**config.mk**
```make
export PLATFORM = sky130hd
export DESIGN_NAME = csync_burst_gate
export DESIGN_NICKNAME = d
export VERILOG_FILES = /design/src/rtl/csg_pkg.sv /design/src/rtl/csg_sampler.sv /design/src/rtl/csg_width_cls.sv /design/src/rtl/csg_phase_timer.sv /design/src/rtl/csg_window.sv /design/src/rtl/csync_burst_gate.sv
export SDC_FILE = /design/constraint.sdc
export NUM_CORES = 1
export LEC_CHECK = 0
export CAP_MARGIN = 25
export CORE_AREA = 2 2 54 56
export DETAILED_ROUTE_END_ITERATION = 6
export DIE_AREA = 0 0 56 58
export PLACE_DENSITY = 0.69
export SLEW_MARGIN = 10
export SYNTH_ARGS = -nofsm -noshare
export SYNTH_HDL_FRONTEND = slang
export SYNTH_SLANG_ARGS = --single-unit
```
**constraint.sdc**
```tcl
create_clock -name clk_2sc -period 0.9 [get_ports clk_2sc]
set_clock_uncertainty 0.1 [all_clocks]
set_input_delay 0.135 -clock clk_2sc [delete_from_list [all_inputs] [get_ports clk_2sc]]
set_output_delay 0.135 -clock clk_2sc [all_outputs]
set_load 0.005 [all_outputs]
```
**src/rtl/csg_pkg.sv**
```systemverilog
package csg_pkg;

  typedef enum logic {
    STD_NTSC = 1'b0,
    STD_PAL  = 1'b1
  } vstd_e;

  function automatic int max3(input int a, input int b, input int c);
    int m;
    m = (a > b) ? a : b;
    return (m > c) ? m : c;
  endfunction

endpackage

```
**src/rtl/csg_sampler.sv**
```systemverilog
module csg_sampler #(
  parameter int STAGES = 2
) (
  input  logic clk,
  input  logic rst_n,
  input  logic din,
  output logic cs_q,
  output logic fall,
  output logic rise
);

  logic [STAGES-1:0] stg_q, stg_d;
  logic              prev_q, prev_d;

  generate
    if (STAGES == 1) begin : g_one
      always_comb stg_d = din;
    end else begin : g_chain
      always_comb stg_d = {stg_q[STAGES-2:0], din};
    end
  endgenerate

  always_comb prev_d = stg_q[STAGES-1];

  // idle level of active-low sync is high
  always_ff @(posedge clk or negedge rst_n) begin
    if (!rst_n) begin
      stg_q  <= '1;
      prev_q <= 1'b1;
    end else begin
      stg_q  <= stg_d;
      prev_q <= prev_d;
    end
  end

  assign cs_q = stg_q[STAGES-1];
  assign fall = prev_q & ~cs_q;
  assign rise = ~prev_q & cs_q;

endmodule

```
**src/rtl/csg_width_cls.sv**
```systemverilog
module csg_width_cls #(
  parameter int CW       = 8,
  parameter int NT_HMIN  = 20,
  parameter int NT_HMAX  = 45,
  parameter int PAL_HMIN = 25,
  parameter int PAL_HMAX = 56
) (
  input  logic clk,
  input  logic rst_n,
  input  logic cs_q,
  input  logic fall,
  input  logic rise,
  input  logic mode_pal,
  output logic hvalid
);

  localparam logic [CW-1:0] CNT_SAT = '1;

  logic [CW-1:0] cnt_q, cnt_d;
  logic          cnt_en;
  logic          hv_q, hv_d;
  logic [CW-1:0] lo_lim, hi_lim;
  logic          in_band;

  always_comb begin
    lo_lim  = mode_pal ? CW'(PAL_HMIN) : CW'(NT_HMIN);
    hi_lim  = mode_pal ? CW'(PAL_HMAX) : CW'(NT_HMAX);
    in_band = (cnt_q >= lo_lim) && (cnt_q <= hi_lim) && (cnt_q != CNT_SAT);
  end

  always_comb begin
    cnt_en = ~cs_q;
    cnt_d  = cnt_q;
    if (cnt_en) begin
      if (fall)                  cnt_d = CW'(1);
      else if (cnt_q != CNT_SAT) cnt_d = cnt_q + CW'(1);
    end
  end

  always_comb begin
    hv_d = hv_q;
    if (fall)      hv_d = 1'b0;
    else if (rise) hv_d = in_band;
  end

  always_ff @(posedge clk or negedge rst_n) begin
    if (!rst_n) begin
      cnt_q <= '0;
      hv_q  <= 1'b0;
    end else begin
      cnt_q <= cnt_d;
      hv_q  <= hv_d;
    end
  end

  assign hvalid = hv_q;

endmodule

```
**src/rtl/csg_phase_timer.sv**
```systemverilog
module csg_phase_timer #(
  parameter int PHASE_END = 80,
  parameter int PW        = 7
) (
  input  logic          clk,
  input  logic          rst_n,
  input  logic          fall,
  output logic [PW-1:0] phase
);

  logic [PW-1:0] ph_q, ph_d;
  logic          ph_run;

  always_comb begin
    ph_run = (ph_q != '0);
    ph_d   = ph_q;
    if (fall)                         ph_d = PW'(1);
    else if (ph_run) begin
      if (ph_q == PW'(PHASE_END))     ph_d = '0;
      else                            ph_d = ph_q + PW'(1);
    end
  end

  always_ff @(posedge clk or negedge rst_n) begin
    if (!rst_n) ph_q <= '0;
    else        ph_q <= ph_d;
  end

  assign phase = ph_q;

endmodule

```
**src/rtl/csg_window.sv**
```systemverilog
module csg_window #(
  parameter int PW = 7
) (
  input  logic          clk,
  input  logic          rst_n,
  input  logic [PW-1:0] phase,
  input  logic [PW-1:0] first,
  input  logic [PW-1:0] len,
  input  logic          qual,
  output logic          win
);

  logic [PW:0] stop_at;
  logic        win_q, win_d;

  always_comb begin
    stop_at = {1'b0, first} + {1'b0, len};
    win_d   = qual && (phase != '0) && (phase >= first) && ({1'b0, phase} < stop_at);
  end

  always_ff @(posedge clk or negedge rst_n) begin
    if (!rst_n) win_q <= 1'b0;
    else        win_q <= win_d;
  end

  assign win = win_q;

endmodule

```
**src/rtl/csync_burst_gate.sv**
```systemverilog
module csync_burst_gate #(
  parameter int SYNC_STAGES = 2,
  parameter int CW          = 8,
  parameter int NT_HMIN     = 20,
  parameter int NT_HMAX     = 45,
  parameter int PAL_HMIN    = 25,
  parameter int PAL_HMAX    = 56,
  parameter int NT_BST_DLY  = 48,
  parameter int NT_BST_LEN  = 18,
  parameter int PAL_BST_DLY = 60,
  parameter int PAL_BST_LEN = 20,
  parameter int CLP_DLY     = 3,
  parameter int CLP_LEN     = 8
) (
  input  logic clk_2sc,
  input  logic rst_n,
  input  logic hsync_in,
  input  logic vsync_in,
  input  logic mode_pal,
  output logic csync_raw,
  output logic burst_gate,
  output logic clamp_win
);
  import csg_pkg::*;

  localparam int PHASE_END = max3(NT_BST_DLY + NT_BST_LEN,
                                  PAL_BST_DLY + PAL_BST_LEN,
                                  CLP_DLY + CLP_LEN);
  localparam int PW = $clog2(PHASE_END + 1);

  // reset: asynchronous assertion, synchronous release
  logic [1:0] rs_q;
  logic       rst_int_n;

  always_ff @(posedge clk_2sc or negedge rst_n) begin
    if (!rst_n) rs_q <= 2'b00;
    else        rs_q <= {rs_q[0], 1'b1};
  end
  assign rst_int_n = rs_q[1];

  assign csync_raw = ~(hsync_in ^ vsync_in);

  logic          cs_q, fall, rise, hvalid;
  logic [PW-1:0] phase;
  logic [PW-1:0] bst_first, bst_len;
  vstd_e         vstd;

  always_comb begin
    vstd      = mode_pal ? STD_PAL : STD_NTSC;
    bst_first = (vstd == STD_PAL) ? PW'(PAL_BST_DLY) : PW'(NT_BST_DLY);
    bst_len   = (vstd == STD_PAL) ? PW'(PAL_BST_LEN) : PW'(NT_BST_LEN);
  end

  csg_sampler #(.STAGES(SYNC_STAGES)) u_smp (
    .clk(clk_2sc), .rst_n(rst_int_n), .din(csync_raw),
    .cs_q(cs_q), .fall(fall), .rise(rise)
  );

  csg_width_cls #(
    .CW(CW), .NT_HMIN(NT_HMIN), .NT_HMAX(NT_HMAX),
    .PAL_HMIN(PAL_HMIN), .PAL_HMAX(PAL_HMAX)
  ) u_cls (
    .clk(clk_2sc), .rst_n(rst_int_n), .cs_q(cs_q), .fall(fall),
    .rise(rise), .mode_pal(mode_pal), .hvalid(hvalid)
  );

  csg_phase_timer #(.PHASE_END(PHASE_END), .PW(PW)) u_ph (
    .clk(clk_2sc), .rst_n(rst_int_n), .fall(fall), .phase(phase)
  );

  csg_window #(.PW(PW)) u_bst (
    .clk(clk_2sc), .rst_n(rst_int_n), .phase(phase),
    .first(bst_first), .len(bst_len), .qual(hvalid), .win(burst_gate)
  );

  csg_window #(.PW(PW)) u_clp (
    .clk(clk_2sc), .rst_n(rst_int_n), .phase(phase),
    .first(PW'(CLP_DLY)), .len(PW'(CLP_LEN)), .qual(1'b1), .win(clamp_win)
  );

endmodule

```
-- Yosys cells after proc, flatten, opt, wreduce, memory -nomap -nowiden
Cells that the tools add are included.
- add/subtract/negate cells: 3
- $mul: 0
- div/mod/pow operators: 0
- $lt $le $gt $ge: 6
- eq/ne operators: 2
- shift operators: 0
- muxes and demuxes: 12
- bitwise logic cells: 6
- reductions and logical operators: 12
- operators by type and width (operator ; number):
    7-bit 2-to-1 mux ; 3
    8-bit 2-to-1 mux ; 2
    8-bit by 1-bit adder with 8-bit output, second input constant ; 1
    8-bit >= comparator ; 1
    8-bit less-or-equal comparator ; 1
    7-bit by 8-bit < comparator with 1-bit output ; 1
    4-bit 2-to-1 mux ; 2
    8-bit != test, second input constant ; 1
    6-bit by 5-bit adder with 7-bit output ; 1
    7-bit by 1-bit adder with 7-bit output, second input constant ; 1
    7-bit equality test, second input constant ; 1
    7-bit by 2-bit >= comparator with 1-bit output, second input constant ; 1
    7-bit by 6-bit >= comparator with 1-bit output ; 1
    1-bit logical AND ; 7
    7-bit by 4-bit < comparator with 1-bit output, second input constant ; 1
    7-bit nonzero test ; 1
    2-bit nonzero test ; 3
    5-bit 2-to-1 mux ; 1
    1-bit 2-to-1 mux ; 3
    3-bit 2-to-1 mux ; 1
    1-bit NOT ; 3
    1-bit bitwise AND ; 2
    2-bit AND reduction ; 1
    1-bit XOR ; 1
- register bits: 23
- bits in latches: 0
- RAM bits: 0
- ROM bits: 0
- bits of input ports: 5
- logic and storage cells: 49
- memories: 0

-- Logic depth before layout (Yosys ltp)
- word-level depth: 6
- gate-level depth with buffers: 7
- gate-level depth less buffers: 6

-- By module
Synthesis repeated with hierarchy kept, for this count alone.
- cells, all modules: 273
- area total of the unflattened synthesis: 2493.6 um2
- modules (own cells, without submodules) (module ; instances ; cells each ; area each (um2) ; sequential area each (um2)):
    csg_window ; 2 ; 74 ; 631.9 ; 25.0
    csg_width_cls ; 1 ; 69 ; 655.6 ; 225.2
    csg_phase_timer ; 1 ; 45 ; 410.4 ; 175.2
    csg_sampler ; 1 ; 5 ; 93.8 ; 78.8
    csync_burst_gate ; 1 ; 6 ; 70.1 ; 50.0

-- Worst setup path before layout
No wires, ideal clock.
- kind: flip-flop to flip-flop
- from: register u_smp.stg_q[1]
- to: register u_cls.cnt_q[3]
- setup time: 78 ps
- arrival time: 1513 ps
- data required time: 722 ps
- setup slack: -790 ps
- stages on the path, launching flop included: 7
- buffers on the path: 2
- cell sequence: dfstp_2 -> buf_2 -> inv_1 -> ha_1 -> clkbuf_1 -> o21bai_1 -> a21oi_1
- cells in the longest elaborated chain, start to end: 4
- RTL lines (element ; line ; text):
    from (decl) ; csg_sampler.sv:12 ; logic [STAGES-1:0] stg_q, stg_d;
    from (signal assigned) ; csg_sampler.sv:31 ; stg_q <= stg_d;
    1-bit NOT (no line) (*) ; n/a ;
    1-bit bitwise AND ; csg_sampler.sv:37 ; assign fall = prev_q & ~cs_q;
    2-bit nonzero test (no line) ; n/a ;
    2-bit AND reduction (no line) ; n/a ;
    to (signal assigned) ; csg_width_cls.sv:51 ; cnt_q <= cnt_d;
    to (decl) ; csg_width_cls.sv:19 ; logic [CW-1:0] cnt_q, cnt_d;
Mark *: on every way between the ends. The rest lies on a longest branch, timed or not.
A chain may end at the register's enable or synchronous reset.

-- Worst setup path in the final report
- from: register u_cls.cnt_q[2]
- to: register u_cls.hv_q, in the netlist u_cls.hvalid
- cells in the longest elaborated chain, start to end: 5
- RTL lines (element ; line ; text):
    8-bit >= comparator or 8-bit less-or-equal comparator (tied branches) ; csg_width_cls.sv:28 ; in_band = (cnt_q >= lo_lim) && (cnt_q <= hi_lim) && (cnt_q != CNT_SAT);
    1-bit logical AND ; csg_width_cls.sv:28 ;
    1-bit logical AND (*) ; csg_width_cls.sv:28 ;
    1-bit 2-to-1 mux (*) ; csg_width_cls.sv:43 ; else if (rise) hv_d = in_band;
    1-bit 2-to-1 mux (*) ; csg_width_cls.sv:42 ; if (fall) hv_d = 1'b0;
    to (signal assigned) ; csg_width_cls.sv:52 ; hv_q <= hv_d;
    to (decl) ; csg_width_cls.sv:21 ; logic hv_q, hv_d;
Mark *: on every way between the ends. The rest lies on a longest branch, timed or not. The select of a mux whose other input is x is not followed.

==> results.ini <==
[worst_setup_path]
crit_path_cell_trace = ha_1 > nor2_1 > nor3_2 > o221ai_1 > a32o_1
end_kind = flip-flop
worstSetupPathType = flip-flop to flip-flop
crit_fanout = 3
worstPathArrival_ns = 1.82
required_ns = 1.04
slowest_stage = dfrtp_1
worstReg2RegStart = u_cls.cnt_q[2]
slowest_delay_ns = 0.43
startpoint_type = flip-flop
critPathLaunch = u_cls.cnt_q[2]

[route]
postRouteAntennaNets = 0
drc = 0
routed_wl_mm = 4.95
drt_iter0_drc = 98
dr_total_vias = 1438
routed_via_density = 6.04
wl_per_cell_um = 20.8
dr.pass1.iters = 4

[finish]
design_area_um2 = 2370
post-route-util_pct = 89.0
antenna_cells = 0
nNetsFinal = 225
area_growth_pct = 68.5
drive_gt1_share_pct = 63.8

[synthesis]
yosysWarnings = 0
synth-edff-count = 0
synth_top_family_by_area = compound AO/OA/AOI/OAI gates
syn_inst = 142
synth_compound_area_share_pct = 18.8
yosys.area_share.simple_pct = 18.1
synthFlopType = dfrtp_1
synth-async-reset-ratio_pct = 100
ys_seq_area_share_pct = 41.2
yosysUniqueCellTypes = 47
yosys.area_share.xor_xnor_pct = 2.49
netlist_area_um2 = 1410
avgSynthCellArea_um2 = 9.90
muxShareOfSynthArea_pct = 2.85
synth_nets = 159
ys_ff_latch = 23
yosys.area_share.adder_pct = 10.7

[cts]
insertion_delay_ns = 0.33
htree_levels = 1
cts_made_buffers = 3
clockBufferDepth = 2
clock_sinks = 23
cts-root-buf = clkbuf_4
cts_tree = yes
hold_buffers = 1
clkTransAtPathRegs_ns = 0.14

[timing]
fin_ws_ns = -0.786
drv_slew = 0
fin_crit_sh_pct = 187
max_freq_mhz = 593
setup_viol = 20
grt_setup_unrepaired = true
min_period_ns = 1.69
final_hold_viol_count = 1
holdWs_ns = -0.000112

[min_path]
hold_start = vsync_in
hp-class = input pin to flip-flop

[grt]
first_global_vias = 1473
grt_overflow_total = 0
grt_max_degree = 15
antenna_found_initial = 0
grt_pass1_wl_mm = 6.96
grt_usage_pct = 28.3

[power]
leakage_nw = 1.02
vdd_drop_max_mv = 2.32
p_per_area_nw_per_um2 = 2640

[place]
hpwlAfterDp_mm = 2.58
port_buffers = 7
gp_congestion = 0.896
place_area_um2 = 1910

[floorplan]
die_w_um = 56
core_area_um2 = 2660
die_area_um2 = 3250
rows = 19
die_height_um = 58
ioPinCount = 8
start_util_pct = 52.8

[outcome]
outcome = complete, but fails checks
violations = negative hold slack, negative setup slack

[job]
max-cap-violations = 0

-- cell type report --
class / instances / area (um2)
repair buffers: 69 / 579
clock inverters: 1 / 5.00
flip-flops and latches: 23 / 588
well taps: 31 / 38.8
clock buffers: 3 / 22.5
fillers: 100 / 293
multi-input cells: 101 / 1090
inverters: 10 / 50.0
-- flip-flops by register name, summed over array words and instances, names as in the netlist --
register      count
u_cls.cnt_q       8
u_ph.phase        7
rs_q              2
u_smp.stg_q       2
u_bst.win         1
u_clp.win         1
u_cls.hvalid      1
u_smp.prev_q      1
-- worst max-delay path: cells and delay by family, from the launching register on --
kind	cells	cell delay (ns)
compound gates	2	0.42
fa+ha+maj	1	0.33
simple gates	2	0.31
flops	1	0.43
-- synth_stat cells (2+ instances only) --
cell type	instances	area (um2)
inv_1	10	37.5
and3_1	2	12.5
mux2i_1	4	40.0
nand2_1	3	11.3
nand3_1	8	40.0
o21ai_0	5	25.0
a21oi_1	9	45.0
xor2_1	2	17.5
o21ai_1	3	15.0
buf_2	4	20.0
dfstp_2	3	78.8
o22a_1	2	17.5
ha_1	12	150
nor3_1	3	15.0
nor3b_1	2	15.0
o21bai_1	2	15.0
xnor2_1	2	17.5
dfrtp_1	20	500
o31ai_1	2	15.0
a31oi_1	5	31.3
and3_2	2	15.0
clkbuf_1	3	11.3
nor2_1	10	37.5
-- layout by cell type, fill, tap and decap left out, drive strengths merged, types with 4 or more instances in the layout --
| master | count |
|---|---|
| ha | 12 |
| buf | 64 |
| clkbuf | 4 |
| mux2i | 4 |
| inv | 10 |
| nand3 | 8 |
| a31oi | 5 |
| and3 | 5 |
| dfrtp | 20 |
| a21oi | 9 |
| nor2 | 10 |
| o21ai | 8 |
-- repair_timing --
action | in CTS | in global routing
endpoints found under the hold margin | 2 | 1
gates resized for setup | 57 | 26
endpoints found under the setup margin | 22 | 22
gates cloned | 0 | 0
pin swaps | 22 | 23
setup buffers | 11 | 16
-- through the flow --
stage	TNS (ns)	cells	setup WS (ns)	power [mW]
2_1_floorplan	-8.27	142	-0.650	3.26
3_3_place_gp	-10.29	214	-0.925	4.13
3_5_place_dp	-11.13	214	-0.989	4.32
4_1_cts	-9.71	230	-0.691	5.49
5_1_grt	-11.73	238	-0.858	6.56
6_report	-10.82	238	-0.786	6.25
-- cell families (layout without fill, tap and decap cells) --
| kind of cell | count (synthesis) | count (layout) |
|---|---|---|
| compound gates | 39 | 39 |
| fa+ha+maj | 12 | 12 |
| mux | 4 | 4 |
| buf+inv | 18 | 83 |
| simple gates | 41 | 41 |
| other cells | 1 | 1 |
| xor+xnor | 4 | 4 |
| flops | 23 | 23 |
-- power by group --
part | switching (mW) | internal (mW) | total (mW)
logic | 1.95 | 2.05 | 4.00
registers | 0.389 | 1.34 | 1.73
clock network | 0.351 | 0.167 | 0.518
-- final timing paths --
| check | end | slack (ns) | cells after the start |
|---|---|---|---|
| worst max-delay path | u_cls.hvalid | -0.79 | 5 |
| worst min register to register | u_cls.cnt_q[7] | 0.07 | 1 |
| max in group asynchronous | rs_q[0] | 0.19 | 2 |
| worst min-delay path | u_smp.stg_q[0] | -0.0001 | 3 |
| min in group asynchronous | u_cls.cnt_q[7] | 0.07 | 1 |
| worst max register to register | u_cls.hvalid | -0.79 | 5 |
-- metal layers --
layer	global-route usage [%]	wire, um	share of wire (%)	vias up
li1	-	-	-	651
met1	36.2	2080	42	726
met2	48.7	2490	50	46
met3	4.24	206	4.2	15
met4	11.2	167	3.4	0
met5	0	0	0	-
No activity file was read; power rests on OpenSTA's default activity.
